--- src/rtl/sat_pkg.sv ---
package sat_pkg;
  typedef enum logic [3:0] {
    OP_SADD   = 4'd0,
    OP_SSUB   = 4'd1,
    OP_SDBL   = 4'd2,
    OP_UADD   = 4'd3,
    OP_USUB   = 4'd4,
    OP_SSATW  = 4'd5,
    OP_USATW  = 4'd6,
    OP_SSAT16 = 4'd7,
    OP_USAT16 = 4'd8,
    OP_WADD   = 4'd9
  } sat_op_e;
endpackage

--- src/rtl/sat_arith.sv ---
// Add/subtract/doubling datapath with clamp detection.
module sat_arith
  import sat_pkg::*;
#(
  parameter int DATA_W = 32
) (
  input  logic [3:0]        op,
  input  logic [DATA_W-1:0] a,
  input  logic [DATA_W-1:0] b,
  output logic [DATA_W-1:0] res,
  output logic              hit
);
  localparam logic [DATA_W-1:0] SMAX = {1'b0, {(DATA_W-1){1'b1}}};
  localparam logic [DATA_W-1:0] SMIN = {1'b1, {(DATA_W-1){1'b0}}};
  localparam logic [DATA_W-1:0] DBL_HI = {2'b01, {(DATA_W-2){1'b0}}};
  localparam logic [DATA_W-1:0] DBL_LO = {2'b11, {(DATA_W-2){1'b0}}};

  logic [DATA_W:0]   usum;
  logic [DATA_W-1:0] sum, diff, clampv;
  logic              add_ovf, sub_ovf, dbl_hi, dbl_lo;

  assign usum    = {1'b0, a} + {1'b0, b};
  assign sum     = usum[DATA_W-1:0];
  assign diff    = a - b;
  assign add_ovf = (a[DATA_W-1] == b[DATA_W-1]) && (sum[DATA_W-1] != a[DATA_W-1]);
  assign sub_ovf = (a[DATA_W-1] != b[DATA_W-1]) && (diff[DATA_W-1] != a[DATA_W-1]);
  assign clampv  = a[DATA_W-1] ? SMIN : SMAX;
  assign dbl_hi  = $signed(a) >= $signed(DBL_HI);
  assign dbl_lo  = $signed(a) <= $signed(DBL_LO);

  always_comb begin
    res = '0;
    hit = 1'b0;
    case (op)
      OP_SADD: begin res = add_ovf ? clampv : sum;  hit = add_ovf; end
      OP_SSUB: begin res = sub_ovf ? clampv : diff; hit = sub_ovf; end
      OP_SDBL: begin
        if (dbl_hi)      begin res = SMAX; hit = 1'b1; end
        else if (dbl_lo) begin res = SMIN; hit = 1'b1; end
        else             res = {a[DATA_W-2:0], 1'b0};
      end
      OP_UADD: begin res = usum[DATA_W] ? '1 : sum; hit = usum[DATA_W]; end
      OP_USUB: begin res = (b > a) ? '0 : diff; hit = (b > a); end
      OP_WADD: begin res = sum; hit = add_ovf; end
      default: ;
    endcase
  end
endmodule

--- src/rtl/sat_clamp.sv ---
// Clamp a signed value to n bits, signed or unsigned.
module sat_clamp #(
  parameter int DATA_W = 32,
  parameter int SW_W   = $clog2(DATA_W)
) (
  input  logic [DATA_W-1:0] val,
  input  logic [SW_W-1:0]   width,
  input  logic              signed_mode,
  output logic [DATA_W-1:0] res,
  output logic              hit
);
  logic [DATA_W-1:0] top, mask;
  logic              top_pos, top_below;

  assign top       = DATA_W'($signed(val) >>> width);
  assign mask      = (DATA_W'(1) << width) - DATA_W'(1);
  assign top_pos   = !top[DATA_W-1] && (top != '0);
  assign top_below = top[DATA_W-1] && !(&top);

  always_comb begin
    res = val;
    hit = 1'b0;
    if (signed_mode) begin
      if (top_pos)        begin res = mask;  hit = 1'b1; end
      else if (top_below) begin res = ~mask; hit = 1'b1; end
    end else begin
      if (val[DATA_W-1])  begin res = '0;    hit = 1'b1; end
      else if (val > mask) begin res = mask; hit = 1'b1; end
    end
  end
endmodule

--- src/rtl/sat_unit.sv ---
module sat_unit
  import sat_pkg::*;
#(
  parameter int DATA_W = 32,
  parameter int SW_W   = $clog2(DATA_W)
) (
  input  logic              clk,
  input  logic              rst_n,
  input  logic              in_valid,
  output logic              in_ready,
  input  logic [3:0]        op,
  input  logic [DATA_W-1:0] opa,
  input  logic [DATA_W-1:0] opb,
  input  logic [SW_W-1:0]   sat_width,
  output logic              out_valid,
  input  logic              out_ready,
  output logic [DATA_W-1:0] result,
  input  logic              sat_clear,
  output logic              sat_flag
);
  localparam int LANE_W = DATA_W / 2;
  localparam int LANES  = 2;

  logic [DATA_W-1:0] ar_res, wd_res, ln_res, nxt_res;
  logic              ar_hit, wd_hit, nxt_hit, fire, lane_signed;
  logic [LANES-1:0]  ln_hit;

  sat_arith #(.DATA_W(DATA_W)) u_arith (
    .op(op), .a(opa), .b(opb), .res(ar_res), .hit(ar_hit)
  );

  sat_clamp #(.DATA_W(DATA_W), .SW_W(SW_W)) u_word (
    .val(opa), .width(sat_width), .signed_mode(op == OP_SSATW),
    .res(wd_res), .hit(wd_hit)
  );

  assign lane_signed = (op == OP_SSAT16);

  for (genvar g = 0; g < LANES; g++) begin : g_lane
    logic [DATA_W-1:0] ext, lres;
    assign ext = {{(DATA_W-LANE_W){opa[g*LANE_W+LANE_W-1]}}, opa[g*LANE_W +: LANE_W]};
    sat_clamp #(.DATA_W(DATA_W), .SW_W(SW_W)) u_lane (
      .val(ext), .width(sat_width), .signed_mode(lane_signed),
      .res(lres), .hit(ln_hit[g])
    );
    assign ln_res[g*LANE_W +: LANE_W] = lres[LANE_W-1:0];
  end

  always_comb begin
    case (op)
      OP_SSATW, OP_USATW:   begin nxt_res = wd_res; nxt_hit = wd_hit; end
      OP_SSAT16, OP_USAT16: begin nxt_res = ln_res; nxt_hit = |ln_hit; end
      default:              begin nxt_res = ar_res; nxt_hit = ar_hit; end
    endcase
  end

  assign in_ready = !out_valid || out_ready;
  assign fire     = in_valid && in_ready;

  always_ff @(posedge clk or negedge rst_n) begin
    if (!rst_n) begin
      out_valid <= 1'b0;
      result    <= '0;
      sat_flag  <= 1'b0;
    end else begin
      if (fire) begin
        out_valid <= 1'b1;
        result    <= nxt_res;
      end else if (out_ready) begin
        out_valid <= 1'b0;
      end
      sat_flag <= (sat_flag && !sat_clear) || (fire && nxt_hit);
    end
  end
endmodule

--- config.mk ---
export PLATFORM = sky130hd
export DESIGN_NAME = sat_unit
export DESIGN_NICKNAME = d
export VERILOG_FILES = /design/src/rtl/sat_pkg.sv /design/src/rtl/sat_arith.sv /design/src/rtl/sat_clamp.sv /design/src/rtl/sat_unit.sv
export SDC_FILE = /design/constraint.sdc
export NUM_CORES = 1
export LEC_CHECK = 0
export BUFFER_PORTS_ARGS = -buffer_cell sky130_fd_sc_hd__buf_2
export CAP_MARGIN = 20
export CORE_UTILIZATION = 60
export DETAILED_ROUTE_END_ITERATION = 8
export PLACE_DENSITY = 0.79
export SLEW_MARGIN = 20
export SYNTH_ARGS = -nofsm -noshare
export SYNTH_HDL_FRONTEND = slang
export SYNTH_SLANG_ARGS = --single-unit
--- constraint.sdc ---
create_clock -name clk -period 2.55 [get_ports clk]
set_clock_uncertainty 0.15 [all_clocks]
set_input_delay 0.51 -clock clk [delete_from_list [all_inputs] [get_ports clk]]
set_output_delay 0.51 -clock clk [all_outputs]
set_load 0.05 [all_outputs]
==> reports/results.ini, run 1 <==
[outcome]
status = did not finish
lastStage = 5_1_grt
error_line = [ERROR GRT-0116] Global routing finished with congestion. Check the congestion regions in the DRC Viewer.

[floorplan]
rows = 55
io_pins = 113
die_h_microns = 155.2
initial_core_util_pct = 61.60
die_x_microns = 155.2

[yosys]
async_reset_ff_share_pct = 100.0
synth-seq-cells = 34
synth_top_family_by_area = compound AO/OA/AOI/OAI gates
synth_xor_area_share_pct = 3.174
synth_compound_area_share_pct = 34.86
synth_edf_count = 0
synthesis.area_sq_um = 14070
ys_types = 111
yosys.area_share.simple_pct = 22.96
seq_area_frac_synth_pct = 6.046
dominantRegCellSynth = dfrtp_1
syn_inst = 1979
synth.area.mux_share_pct = 12.06
syn_area_per_cell_sq_um = 7.111
synthAdderAreaFrac_pct = 12.77
yosys_warnings = 0

[clock_tree]
cts.path.max_buffers = 2
cts_buffers = 5
clock_tree.root_cell = clkbuf_16
cts_sinks = 34
h-tree-depth = 2
ctsHoldBuffers = 0

[placed_design]
portBuffers = 112
place_hpwl_microns = 58040
gp_congestion = 1.239

[grt]
grt_pass1_wl_microns = 177900
grt_max_degree = 48
grt_overflow = 1188
grt_usage_pct = 95.86
grt_pass1_vias = 28250

[stage by stage]
stage / instances / utilization [%] / hold slack [ps] / setup slack [ps] / cell area (sq um)
2_1_floorplan: 1980 / - / 64.41 / -2544 / 14300
3_3_place_gp: 2884 / 84.27 / 356.4 / -2675 / 19250
3_5_place_dp: 2884 / 84.27 / 387.5 / -2857 / 19250
4_1_cts: 2968 / 92.19 / 217.9 / -2198 / 21060
[cells in the mapped netlist, types with 10 or more instances]
cell type | count | area [sq um]
nor2_1 | 195 | 732.0
a21oi_1 | 170 | 850.8
nand2_1 | 169 | 634.4
ha_1 | 138 | 1727
o21ai_0 | 111 | 555.5
clkbuf_1 | 109 | 409.1
inv_1 | 99 | 371.6
mux2i_1 | 72 | 720.7
nand3_1 | 56 | 280.3
xnor2_1 | 43 | 376.6
nor3_1 | 42 | 210.2
a21o_1 | 34 | 255.2
a31oi_1 | 34 | 212.7
dfrtp_1 | 34 | 850.8
nand4_1 | 31 | 193.9
o31ai_1 | 29 | 217.7
a211oi_1 | 28 | 210.2
mux2_2 | 28 | 315.3
nor2b_1 | 28 | 175.2
o211ai_1 | 23 | 172.7
nor4_1 | 21 | 131.4
mux4_2 | 20 | 450.4
nand2b_1 | 20 | 125.1
o22ai_1 | 20 | 125.1
a221oi_1 | 19 | 166.4
a41oi_1 | 19 | 166.4
and2_1 | 18 | 112.6
buf_2 | 16 | 80.08
o2111ai_1 | 16 | 140.1
o21a_1 | 15 | 112.6
o221ai_1 | 15 | 131.4
a22oi_1 | 14 | 105.1
a2111oi_0 | 13 | 113.9
a221o_1 | 13 | 130.1
and3_1 | 13 | 81.33
o21bai_1 | 13 | 97.59
a22o_1 | 11 | 96.34
and4_1 | 11 | 96.34
or2_2 | 11 | 68.82
or3_1 | 10 | 62.56
[metal layers]
metal | track usage, % | overflow
met2 | 113.2 | 761
met3 | 82.84 | 55
met1 | 89.25 | 51
met5 | 69.98 | 12
met4 | 103.7 | 309
[cells by family after synthesis]
kind of cell             count (synthesis)
flip-flops                              34
AO/OA/AOI/OAI                          703
XOR/XNOR                                51
buffers and inverters                  258
multiplexers                           129
AND/OR/NAND/NOR                        661
adder cells (fa/ha/maj)                142
other                                    1
[repair_timing]
action	in CTS
cloned	3
endpoints found under the setup margin	33
pin swaps	113
gates resized for setup	222
endpoints found under the hold margin	0
buffers inserted	75
==> run 2, diff against run 1 <==
Settings changed: CORE_UTILIZATION 60 to 40, PLACE_DENSITY 0.79 to unset, PLACE_DENSITY_LB_ADDON set to 0.15.
==> reports/results.ini, run 2 <==
[pwr]
internal_power_mw = 3.509
p_comb_share_pct = 79.7
p_sw_share_pct = 50.95
cellLeakagePower_nw = 10.19
finalPower_mw = 7.153
p_switching_mw = 3.645
power_density_nw_per_um2 = 319.1
ir_worst_vdd_mv = 0.3137
p_seq_share_pct = 10.6
clkPwrFrac_pct = 9.7

[worst_setup_path]
critPathMaxFanout = 6
critPathArrivalTime_ps = 4910
reg2reg_setup_slack_ps = 40
ff2ff_path_depth = 8
cp.required_ps = 2590
cp-start-kind = input pin
reg2reg_to = result[4]
end_kind = flop
crit_type = input pin to flop
critPathLaunch = opa[13]
r2r_start = out_valid

[routing]
m1WireLength_microns = 32860
drt_wl_total_microns = 85700
first_iter_violations = 2773
first_pass_iters = 8
routed.top_layer = met5
wl_met2_microns = 36590
vias_per_cell = 6.492
num_vias = 20700
wl_per_cell_microns = 26.87
route.detailed.drc = 0
wl_met3_microns = 9012
drtAntennaViolNets = 0

[yosys]
async_reset_ff_share_pct = 100.0  ; unchanged
synthesis.area_sq_um = 14070  ; unchanged
synth_common_cells = nor2_1 (195), a21oi_1 (170), nand2_1 (169)
syn_area_per_cell_sq_um = 7.111  ; unchanged
yosys-top-cells-area = ha_1 (12%), a21oi_1 (6.0%), dfrtp_1 (6.0%)
seq_area_frac_synth_pct = 6.046  ; unchanged
synth_edf_count = 0  ; unchanged
synth.most_common_cell = nor2_1
synth_top_cell_by_area = ha_1
syn_inst = 1979  ; unchanged
synth-seq-cells = 34  ; unchanged
ys_types = 111  ; unchanged
yosys_warnings = 0  ; unchanged
netlist.area_leader.share_pct = 12.27  ; unchanged
dominantRegCellSynth = dfrtp_1

[flow_run]
max_cap_viol_count = 0

[clock_tree]
cts.path.max_buffers = 2  ; unchanged
ctsHoldBuffers = 0  ; unchanged
clock_tree.root_cell = clkbuf_16
cts_tree = yes
insertion_delay_ps = 310
clk_pin_slew_ps = 70
cts_sinks = 34  ; unchanged
h-tree-depth = 2  ; unchanged
cts_buffers = 5  ; unchanged

[final_layout]
nFillCells = 3107
drive_gt1_share_pct = 42.96
reg.largest.list = result x32, out_valid x1, sat_flag x1
area_delta_synth_final_pct = 59.26
postLayoutCoreUtil_pct = 64.89
nNetsFinal = 2951
multiInputGateArea_sq_um = 13530
largest_register_ffs = 32
layout_common_cells = buf_4 (722), nor2_1 (183), nand2_1 (159)
largest_register = result
final_common_cell = buf_4
seqCellArea_sq_um = 850.8

[grt]
grt_pass1_vias = 20060
grt_usage_pct = 46.34
grt_overflow = 0
grt_max_degree = 50
grt_pass1_wl_microns = 124800
antenna_found_initial = 2

[floorplan]
coreArea_sq_um = 34540
die_h_microns = 189.6  ; +22%
io_pins = 113  ; unchanged
die_x_microns = 189.6  ; +22%
rows = 68  ; +24%
initial_core_util_pct = 40.74  ; -21 points
die-area_sq_um = 35940

[sta]
fin_crit_sh_pct = 191.1
tightest_slew_ps = 1059
setup_ws_ps = -2322
fmax_mhz = 205.3
post-route-min-period_ps = 4872
report.final.slew_viol_count = 0
rsz0062_at_grt = yes
finalSetupViolCount = 33
hold_viol = 0
slew_headroom_pct = 28.42
fin_hold_ws_ps = 14.57

[worst_hold_path]
hold_class = input pin to async pin

[outcome]
violations = setup timing
status = complete, but fails checks

[placed_design]
gp_congestion = 1.125  ; -9.2%
place_hpwl_microns = 67560  ; +16%
portBuffers = 112  ; unchanged

==> run 2: cell type report <==
cell class | count | area share (%)
antenna | 1 | 0.01116
clock buffer | 6 | 0.6196
clock inverter | 2 | 0.05582
inverter | 103 | 1.770
multi-input combinational | 1688 | 60.38
sequential | 34 | 3.796
tap | 455 | 2.540
timing repair buffer | 900 | 30.83
==> run 2: repair_timing <==
action	in CTS	in global routing
pin swaps	115	88
buffers inserted	81	17
setup endpoints to repair	33	33
gates resized for setup	212	105
==> run 2: power by group through the flow <==
stage | Clock [mW] | Combinational, mW | Sequential (mW)
4_1_cts | 0.691 | 5.34 | 0.751
3_3_place_gp | 0 | 4.85 | 0.760
3_5_place_dp | 0 | 4.89 | 0.756
5_1_grt | 0.702 | 5.97 | 0.762
2_1_floorplan | 0 | 2.27 | 1.09
6_report | 0.692 | 5.70 | 0.757
==> run 2: how the worst max path moves through the flow <==
stage	end	slack (ps)	cells after the start
after global placement	result[30]	-3050	22
after detailed placement	result[30]	-3100	22
after CTS	result[4]	-2230	22
after floorplan	result[4]	-2540	25
final	result[4]	-2320	20
after global routing	result[4]	-2420	22
==> run 2: kinds of logic after synthesis <==
group	count (synthesis)	share of synthesized area, %
AO/OA/AOI/OAI	703	34.86
buffers and inverters	258	8.108
XOR/XNOR	51	3.174
adder cells (fa/ha/maj)	142	12.77
other	1	0.02665
AND/OR/NAND/NOR	661	22.96
flip-flops	34	6.046
multiplexers	129	12.06
==> run 2: per-layer routing <==
| metal | track usage (%) | up-vias |
|---|---|---|
| met5 | 0 | - |
| met3 | 8.910 | 414 |
| met1 | 57.72 | 9801 |
| li1 | - | 9056 |
| met4 | 33.10 | 2 |
| met2 | 71.53 | 1429 |
==> run 2: worst max-delay path: stages <==
cell and delay [ps]:
buf_2 170, ha_1 350, nand2_1 80, o21ai_0 70, a311o_1 390, a211oi_4 370, buf_6 160, o21ai_4 60
a21oi_4 220, a31oi_4 110, a21o_1 200, a21oi_2 200, fa_1 480, nand2_2 150, a21oi_2 80, a21boi_1 160
nand3_1 140, buf_6 180, or4b_1 520, o32a_1 300
==> run 2: per-stage QoR <==
stage	worst slack, ps	TNS [ps]	instances	instance area, sq um
after floorplan	-2544	-73580	1980	14300
after global placement	-3046	-90300	3101	20090
after detailed placement	-3103	-93940	3101	20090
after CTS	-2234	-67630	3177	21740
after global routing	-2424	-74900	3188	22410
final	-2322	-70810	3189	22410
Note: power is estimated with default switching activity, not from simulation.
